===== src/rtl/kmul_pkg.sv =====
// Package: shared sizing helpers for the Karatsuba multiplier.
// Assumes the operand width is even.
package kmul_pkg;

    // Default operand width of the multiplier.
    localparam int unsigned KMUL_DEFAULT_W = 8;

    // Width of one operand half.
    function automatic int unsigned half_w(input int unsigned w);
        return w / 2;
    endfunction

    // Width of the half-sum product (two (h+1)-bit factors).
    function automatic int unsigned mid_w(input int unsigned w);
        return 2 * (w / 2) + 2;
    endfunction

endpackage


===== src/rtl/kmul_array_mult.sv =====
// Module: kmul_array_mult
// Plain unsigned array multiplier. It forms one shifted row per bit of y
// and sums the rows. Purely combinational; assumes AW, BW >= 1.
module kmul_array_mult #(
    parameter int unsigned AW = 4,
    parameter int unsigned BW = 4
) (
    input  logic [AW-1:0]    x,
    input  logic [BW-1:0]    y,
    output logic [AW+BW-1:0] p
);
    localparam int unsigned PW = AW + BW;

    logic [PW-1:0] rows [BW];

    // One gated, shifted copy of x per multiplier bit.
    for (genvar i = 0; i < BW; i++) begin : g_row
        assign rows[i] = y[i] ? (PW'(x) << i) : '0;
    end

    // Accumulate all rows into the product.
    always_comb begin
        p = '0;
        for (int i = 0; i < BW; i++) begin
            p = p + rows[i];
        end
    end
endmodule


===== src/rtl/kmul_presplit.sv =====
// Module: kmul_presplit
// Cuts one operand into upper and lower halves and forms their sum, which
// is one bit wider than a half. Assumes W is even.
module kmul_presplit #(
    parameter int unsigned W = 8
) (
    input  logic [W-1:0]   opnd,
    output logic [W/2-1:0] lo_half,
    output logic [W/2-1:0] hi_half,
    output logic [W/2:0]   half_sum
);
    localparam int unsigned H = W / 2;

    // Split the operand at its midpoint.
    assign lo_half = opnd[H-1:0];
    assign hi_half = opnd[W-1:H];

    // Pre-adder: zero-extend both halves so the carry is kept.
    assign half_sum = {1'b0, lo_half} + {1'b0, hi_half};
endmodule


===== src/rtl/kmul_merge.sv =====
// Module: kmul_merge
// Removes the outer products from the half-sum product to get the cross
// term, then weights the three terms by shifts and adds them. Assumes the
// half-sum product is at least lo_prod + hi_prod, which always holds.
module kmul_merge #(
    parameter int unsigned W = 8
) (
    input  logic [W-1:0]     lo_prod,
    input  logic [W-1:0]     hi_prod,
    input  logic [W+1:0]     sum_prod,
    output logic [W+1:0]     cross_term,
    output logic [2*W-1:0]   prod
);
    localparam int unsigned H  = W / 2;
    localparam int unsigned CW = W + 2;
    localparam int unsigned PW = 2 * W;

    // Middle-term correction in unsigned arithmetic; never borrows.
    assign cross_term = sum_prod - CW'(lo_prod) - CW'(hi_prod);

    // Final shifted addition of the three weighted terms.
    assign prod = (PW'(hi_prod) << W) + (PW'(cross_term) << H) + PW'(lo_prod);
endmodule


===== src/rtl/kmul_top.sv =====
// Module: kmul_top
// One-level Karatsuba unsigned multiplier: three half-width products
// replace four. Purely combinational, no clock or reset.
// Assumes WIDTH is even and at least 2.
module kmul_top #(
    parameter int unsigned WIDTH = kmul_pkg::KMUL_DEFAULT_W
) (
    input  logic [WIDTH-1:0]   a,
    input  logic [WIDTH-1:0]   b,
    output logic [2*WIDTH-1:0] d
);
    localparam int unsigned H  = kmul_pkg::half_w(WIDTH);
    localparam int unsigned MW = kmul_pkg::mid_w(WIDTH);

    logic [H-1:0]       a_lo, a_hi, b_lo, b_hi;
    logic [H:0]         a_sum, b_sum;
    logic [WIDTH-1:0]   lo_prod, hi_prod;
    logic [MW-1:0]      sum_prod;
    logic [MW-1:0]      cross_term;

    // Operand splitting and pre-adders.
    kmul_presplit #(.W(WIDTH)) u_split_a (
        .opnd(a), .lo_half(a_lo), .hi_half(a_hi), .half_sum(a_sum)
    );
    kmul_presplit #(.W(WIDTH)) u_split_b (
        .opnd(b), .lo_half(b_lo), .hi_half(b_hi), .half_sum(b_sum)
    );

    // The three half-width products.
    kmul_array_mult #(.AW(H), .BW(H)) u_mul_lo (
        .x(a_lo), .y(b_lo), .p(lo_prod)
    );
    kmul_array_mult #(.AW(H), .BW(H)) u_mul_hi (
        .x(a_hi), .y(b_hi), .p(hi_prod)
    );
    kmul_array_mult #(.AW(H + 1), .BW(H + 1)) u_mul_sum (
        .x(a_sum), .y(b_sum), .p(sum_prod)
    );

    // Middle-term correction and final recombination.
    kmul_merge #(.W(WIDTH)) u_merge (
        .lo_prod(lo_prod), .hi_prod(hi_prod), .sum_prod(sum_prod),
        .cross_term(cross_term), .prod(d)
    );
endmodule


===== config.mk =====
export PLATFORM = sky130hd
export DESIGN_NAME = kmul_top
export DESIGN_NICKNAME = d
export VERILOG_FILES = /design/src/rtl/kmul_pkg.sv /design/src/rtl/kmul_array_mult.sv /design/src/rtl/kmul_presplit.sv /design/src/rtl/kmul_merge.sv /design/src/rtl/kmul_top.sv
export SDC_FILE = /design/constraint.sdc
export NUM_CORES = 1
export LEC_CHECK = 0
export ABC_AREA = 1
export BUFFER_PORTS_ARGS = -buffer_cell sky130_fd_sc_hd__buf_2
export CAP_MARGIN = 5
export CORE_AREA = 2 2 58 102
export DETAILED_ROUTE_END_ITERATION = 16
export DIE_AREA = 0 0 60 104
export GPL_TIMING_DRIVEN = 0
export PLACE_DENSITY = 0.83
export SYNTH_ARGS = -nofsm -noshare
export SYNTH_HDL_FRONTEND = slang
export SYNTH_HIERARCHICAL = 1
export SYNTH_SLANG_ARGS = --single-unit

===== constraint.sdc =====
create_clock -name vclk -period 7.7
set_input_delay 0.385 -clock vclk [all_inputs]
set_output_delay 0.385 -clock vclk [all_outputs]
set_load 0.01 [all_outputs]

==> results.yml, run 1 <==
status:
  outcome: "finished clean"
global_route:
  first_global_vias: 3278
  grt_usage: 0.2629
  grtUsageMet1: 0.2764
  grtUsageMet2: 0.5109
  grt-busiest-layer: "met2"
  overflow: 0
  use_met3: 0.008706
  grt_pass1_wl_mm: 13.33
  grt_max_degree: 7
  antenna_found_initial: 0
timing:
  tns_ps: 0
  tightest_slew_ps: 659.0
  finalSetupViolations: 0
  worst_slack_ps: 585.4
  period_needed_ps: 7115
  maxSlewViolCount: 0
  rsz0062_at_grt: "no"
  hold_viol_final: 0
  fmax_mhz: 140.6
  slew_headroom: 0.5561
  post-route-period-util: 0.9240
logic_synthesis:
  yosysTopAreaCell: "ha_1"
  synth_top_area_share: 0.2153
  synth_area_leaders: "ha_1, nand2_1, fa_1, inv_1, nand3_1"
  synth.avg_cell_area_um2: 6.185
  ys_seq_area_frac: 0
  yosysWarnings: 6
  synth.cell_area_um2: 3371
  syn_nets: 651
  syn_inst: 545
  synth_cell_types: 22
final_layout:
  clock_buffer_count: 0
  synthToLayoutAreaGrowth_pct: 7.572
  drive_gt1_frac: 0.1005
  mostFrequentLayoutCell: "nand2_1"
  layout.nets: 685
  seq_area_um2: 0
  layoutNonFillerInstCount: 653
  nFlopsAndLatches: 0
  n_fill_cell: 483
  multi_input_area_um2: 2676
  final_cell_mix: "nand2_1, inv_1, ha_1"
  antennaDiodeCount: 0
placed_design:
  pre_cts_ws_ps: 472.3
  hpwl_mm: 6.922
  gp_congestion: 0.8984
  port_buffers: 32
  dp_cells: 653
min_path:
  hold_path_depth: 6
  hold_class: "in2out"
route:
  drtPass1Iterations: 4
  postRouteAntennaNets: 0
  routedWlPerCell_um: 11.74
  drt_iter0_drc: 125
  vias_per_cell: 5.003
  wl_mm: 7.663
  drc: 0
  num_vias: 3267
flow_run:
  drv_cap: 0
floorplan:
  die_w_um: 60
  fp.coreArea_um2: 5450
  die-area_um2: 6240
  initial_core_util: 0.6185
  rows: 36
  ios: 32
  die_y_um: 104
worst_setup_path:
  cp-end-kind: "output pin"
  cp.arrival_ps: 6730
  crit_type: "in2out"
  start_kind: "primary input"
  cp_slowest_stage_delay_ps: 550
  cpMaxStageDelayCell: "fa_1"
  cp.required_ps: 7320
  crit_fanout: 6
clock_tree:
  cts_hold_buf: 0
[cells in the mapped netlist, drive strengths merged]
cell    instances
ha             58
nor2           20
buf            20
nand3          40
o21bai          2
fa             32
nand4           5
clkinv          3
xnor2           8
a21boi          1
a21oi          19
inv           141
nand2         175
xor2           11
clkbuf          1
or2             1
nand3b          1
o21ai           7
[worst max-delay path, delay by kind of cell]
| family | cells | cell delay (ps) |
|---|---|---|
| compound gates | 1 | 330 |
| xor+xnor | 1 | 190 |
| fa+ha+maj | 10 | 4060 |
| buf+inv | 5 | 400 |
| simple gates | 12 | 1340 |
[layout make-up]
type | count | share of cell area
plain buffers | 21 | 0.04244
inverters | 144 | 0.1491
multi-input cells | 380 | 0.7381
well taps | 76 | 0.02622
repair buffers | 32 | 0.04417
[kinds of logic after synthesis]
family | count (synthesis) | share of synthesized area
fa+ha+maj | 90 | 0.4053
compound gates | 29 | 0.04640
simple gates | 242 | 0.2929
buf+inv | 165 | 0.2060
xor+xnor | 19 | 0.04937
[through the flow]
stage | utilization | area [µm²] | hold slack, ps
final | 0.6653 | 3626 | 1306
after global routing | 0.6653 | 3626 | 1345
after CTS | 0.6653 | 3626 | 1313
after detailed placement | 0.6653 | 3626 | 1314
after global placement | 0.6653 | 3626 | 1309
after floorplan | - | 3371 | 1064
[worst paths after layout]
check	start	to
worst max-delay path	b[0]	d[14]
worst min-delay path	a[0]	d[0]
[layer usage]
layer | up-vias | part of all wire
met1 | 1498 | 0.37
met3 | 22 | 0.020
met2 | 64 | 0.57
met5 | - | 0
met4 | 0 | 0.041
li1 | 1683 | -
[repair_timing]
item | in CTS | in global routing
buffers inserted | 0 | 0
endpoints found under the setup margin | 0 | 2
resized for setup | 0 | 1
Power of run 1 is not shown: default switching activity piles up to over one toggle a cycle in this logic, so the estimate is an artifact.
==> inputs of run 2 (changes only) <==
--- a/config.mk
+++ b/config.mk
@@ -13,6 +13,7 @@
 export DIE_AREA = 0 0 60 104
 export GPL_TIMING_DRIVEN = 0
 export PLACE_DENSITY = 0.83
+export RECOVER_POWER = 25
 export SYNTH_ARGS = -nofsm -noshare
 export SYNTH_HDL_FRONTEND = slang
 export SYNTH_HIERARCHICAL = 1
==> run 2 against run 1 <==
Core utilization fell by 0.14 points. First-iteration DRC count fell by 1.6%. Cell count did not move. Non-clock buffer count did not move. Maximum frequency barely moved. Setup slack barely moved. Design area fell by 0.21%. Global-route usage did not move. Worst hold slack got worse by 1.3 ps. Critical endpoint unchanged. Largest cell class unchanged.
==> results.yml, run 2 (synthesis results as in run 1) <==
route:
  postRouteAntennaNets: 0
  wl_mm: 7.671
  routedWlPerCell_um: 11.75
  drt_iter0_drc: 123
  drc: 0
  num_vias: 3266
  vias_per_cell: 5.002
  drtPass1Iterations: 4
final_layout:
  mostFrequentLayoutCell: "nand2_1"
  seq_area_um2: 0
  nFlopsAndLatches: 0
  antennaDiodeCount: 0
  clock_buffer_count: 0
  final_cell_mix: "nand2_1, inv_1, ha_1"
  layoutNonFillerInstCount: 653
  drive_gt1_frac: 0.09359
  layout.nets: 685
  synthToLayoutAreaGrowth_pct: 7.350
  n_fill_cell: 487
  stdcell_area_um2: 3618
placed_design:
  port_buffers: 32
  place_area_um2: 3626
  gp_congestion: 0.8984
  dp_cells: 653
  hpwl_mm: 6.922
clock_tree:
  postCtsSetupRepairBufs: 0
  cts_hold_buf: 0
  cts_resized: 0
worst_setup_path:
  cp.arrival_ps: 6730
  cpMaxStageDelayCell: "fa_1"
  crit_type: "in2out"
  start_kind: "primary input"
  crit_fanout: 6
  cp-end-kind: "output pin"
  cp.required_ps: 7320
  cp_slowest_stage_delay_ps: 550
min_path:
  hold_class: "in2out"
  hold_path_depth: 6
  hold_end: "d[0]"
  hold_start: "a[0]"
timing:
  rsz0062_at_grt: "no"
  tns_ps: 0
  maxSlewViolCount: 0
  period_needed_ps: 7115
  hold_viol_final: 0
  tightest_slew_ps: 659.1
  fmax_mhz: 140.6
  post-route-period-util: 0.9240
  finalSetupViolations: 0
  slew_headroom: 0.5560
global_route:
  first_global_vias: 3278
  grt_max_degree: 7
  overflow: 0
  grt_usage: 0.2629
  antenna_found_initial: 0
  grt_pass1_wl_mm: 13.33
status:
  outcome: "finished clean"
floorplan:
  fp.coreArea_um2: 5450
  initial_core_util: 0.6185
  die_w_um: 60
  ios: 32
  die_y_um: 104
  die-area_um2: 6240
  rows: 36
flow_run:
  drv_cap: 0
-- run 2: cell types whose count changed in the layout (fill, tap and decap cells not counted) --
| cell | change |
|---|---|
| buf_4 | -1 |
| buf_2 | -3 |
| clkbuf_1 | +4 |
-- run 2: critical path: cells and delay by family --
| family | cells | cell delay (ps) |
|---|---|---|
| AOI/OAI and AO/OA | 1 | 330 |
| xor gates and xnor gates | 1 | 190 |
| adders and majority gates | 10 | 4060 |
| buffers and inverters | 5 | 400 |
| and+or+nand+nor | 12 | 1330 |
-- run 2: worst max-delay path by stage --
stage	from	end	slack, ps	cells after the start
after floorplan	b[0]	d[15]	1360	28
final	b[0]	d[14]	590	29
after global placement	b[0]	d[15]	630	29
after global routing	b[0]	d[14]	120	29
after CTS	b[0]	d[15]	470	29
after detailed placement	b[0]	d[15]	470	29
-- run 2: cell type report --
cell class / instances / area [µm²] / share of cell area
tap: 76 / 95.09 / 0.02628
multi-input combinational: 380 / 2676 / 0.7396
inverter: 144 / 540.5 / 0.1494
timing repair buffer: 32 / 156.4 / 0.04322
buffer: 21 / 150.1 / 0.04149
-- run 2: through the flow --
stage	utilization	hold WS [ps]	setup WS, ps
after detailed placement	0.6653	1314	472.3
final	0.6639	1304	585.3
after global placement	0.6653	1309	625.7
after global routing	0.6639	1345	115.1
after floorplan	-	1064	1355
after CTS	0.6653	1313	467.0
-- run 2: metal layers --
metal | track usage | vias up | wire, µm
li1 | - | 1683 | -
met1 | 0.2764 | 1491 | 2825
met2 | 0.5109 | 70 | 4360
met3 | 0.008706 | 22 | 172
met4 | 0.09683 | 0 | 313
met5 | 0 | - | 0
Power of run 2 is left out for the same reason.
==> inputs of run 3 (changes only) <==
--- a/config.mk
+++ b/config.mk
@@ -13,7 +13,7 @@
 export DIE_AREA = 0 0 60 104
 export GPL_TIMING_DRIVEN = 0
 export PLACE_DENSITY = 0.83
-export RECOVER_POWER = 25
+export RECOVER_POWER = 50
 export SYNTH_ARGS = -nofsm -noshare
 export SYNTH_HDL_FRONTEND = slang
 export SYNTH_HIERARCHICAL = 1
==> run 3 against run 2 <==
Sequential share of layout area stayed put. Worst hold slack hardly changed. Clock-buffer cell count stayed put. Setup slack better by 3.2 ps. Cell count stayed put. Design area is 0.14% lower. Die area stayed put. Maximum frequency hardly changed. Via count hardly changed. Flip-flop and latch count stayed put. First-iteration DRC count is 4.1% lower.
==> results.yml, run 3 (synthesis results as in run 1) <==
worst_setup_path:
  cp-end-kind: "output pin"
  start_kind: "primary input"
  crit_buf_inv: 5
  cpMaxStageDelayCell: "fa_1"
  crit_type: "in2out"
  cp_slowest_stage_delay_ps: 550
  crit_fanout: 6
  cp_top_family: "adder cells"
  cp.arrival_ps: 6730
  cp.depth: 29
  cp.required_ps: 7320
timing:
  fmax_mhz: 140.6
  hold_viol_final: 0
  worst_slack_ps: 588.5
  maxSlewViolCount: 0
  period_needed_ps: 7111
  rsz0062_at_grt: "no"
  slew_headroom: 0.5567
  tns_ps: 0
  post-route-period-util: 0.9236
  finalSetupViolations: 0
  tightest_slew_ps: 658.0
placed_design:
  dp_cells: 653
  pre_cts_ws_ps: 472.3
  hpwl_mm: 6.922
  place_area_um2: 3626
  port_buffers: 32
  gp_congestion: 0.8984
route:
  wl_mm: 7.672
  drtPass1Iterations: 4
  postRouteAntennaNets: 0
  vias_per_cell: 5.000
  drc: 0
  num_vias: 3265
  routedWlPerCell_um: 11.75
  drt_iter0_drc: 118
floorplan:
  die_y_um: 104
  rows: 36
  initial_core_util: 0.6185
  ios: 32
  die_w_um: 60
  die-area_um2: 6240
  fp.coreArea_um2: 5450
final_layout:
  nFlopsAndLatches: 0
  synthToLayoutAreaGrowth_pct: 7.201
  n_fill_cell: 486
  layoutNonFillerInstCount: 653
  stdcell_area_um2: 3613
  clock_buffer_count: 0
  drive_gt1_frac: 0.08666
  layout.nets: 685
  final_cell_mix: "nand2_1, inv_1, ha_1"
  seq_area_um2: 0
  antennaDiodeCount: 0
  mostFrequentLayoutCell: "nand2_1"
global_route:
  grt_usage: 0.2629
  first_global_vias: 3278
  grt_pass1_wl_mm: 13.33
  grt_max_degree: 7
  overflow: 0
  antenna_found_initial: 0
min_path:
  hold_end: "d[0]"
  hold_path_depth: 6
  hold_start: "a[0]"
  hold_class: "in2out"
clock_tree:
  postCtsSetupRepairBufs: 0
  cts_resized: 0
  cts_hold_buf: 0
flow_run:
  drv_cap: 0
status:
  outcome: "finished clean"
run 3: metal layers:
metal  up-vias  GRT usage  part of all wire
met5         -          0                 0
met4         0    0.09683             0.041
met3        22   0.008706             0.019
met2        62     0.5109              0.57
met1      1498     0.2764              0.37
li1       1683          -                 -
run 3: worst max path at each step:
stage,slack [ps],end,startpoint
3_3_place_gp,630,d[15],b[0]
6_report,590,d[14],b[0]
4_1_cts,470,d[15],b[0]
2_1_floorplan,1360,d[15],b[0]
3_5_place_dp,470,d[15],b[0]
5_1_grt,120,d[14],b[0]
run 3: tightest hold or removal path: cells and delay by family:
family,cells,cell delay (ps)
buffers and inverters,5,500
AND/OR/NAND/NOR,1,40
run 3: metrics by stage:
| stage | hold WS [ps] | utilization |
|---|---|---|
| finish | 1305 | 0.6630 |
| global route | 1345 | 0.6630 |
| CTS | 1313 | 0.6653 |
| detailed placement | 1314 | 0.6653 |
| global placement | 1309 | 0.6653 |
| floorplan | 1064 | - |
run 3: cell type report:
cell class         instances  area [µm²]  area share
repair buffers            32       151.4     0.04190
plain buffers             21       150.1     0.04155
multi-input cells        380        2676      0.7407
well taps                 76       95.09     0.02632
inverters                144       540.5      0.1496
Power of run 3 is left out for the same reason.
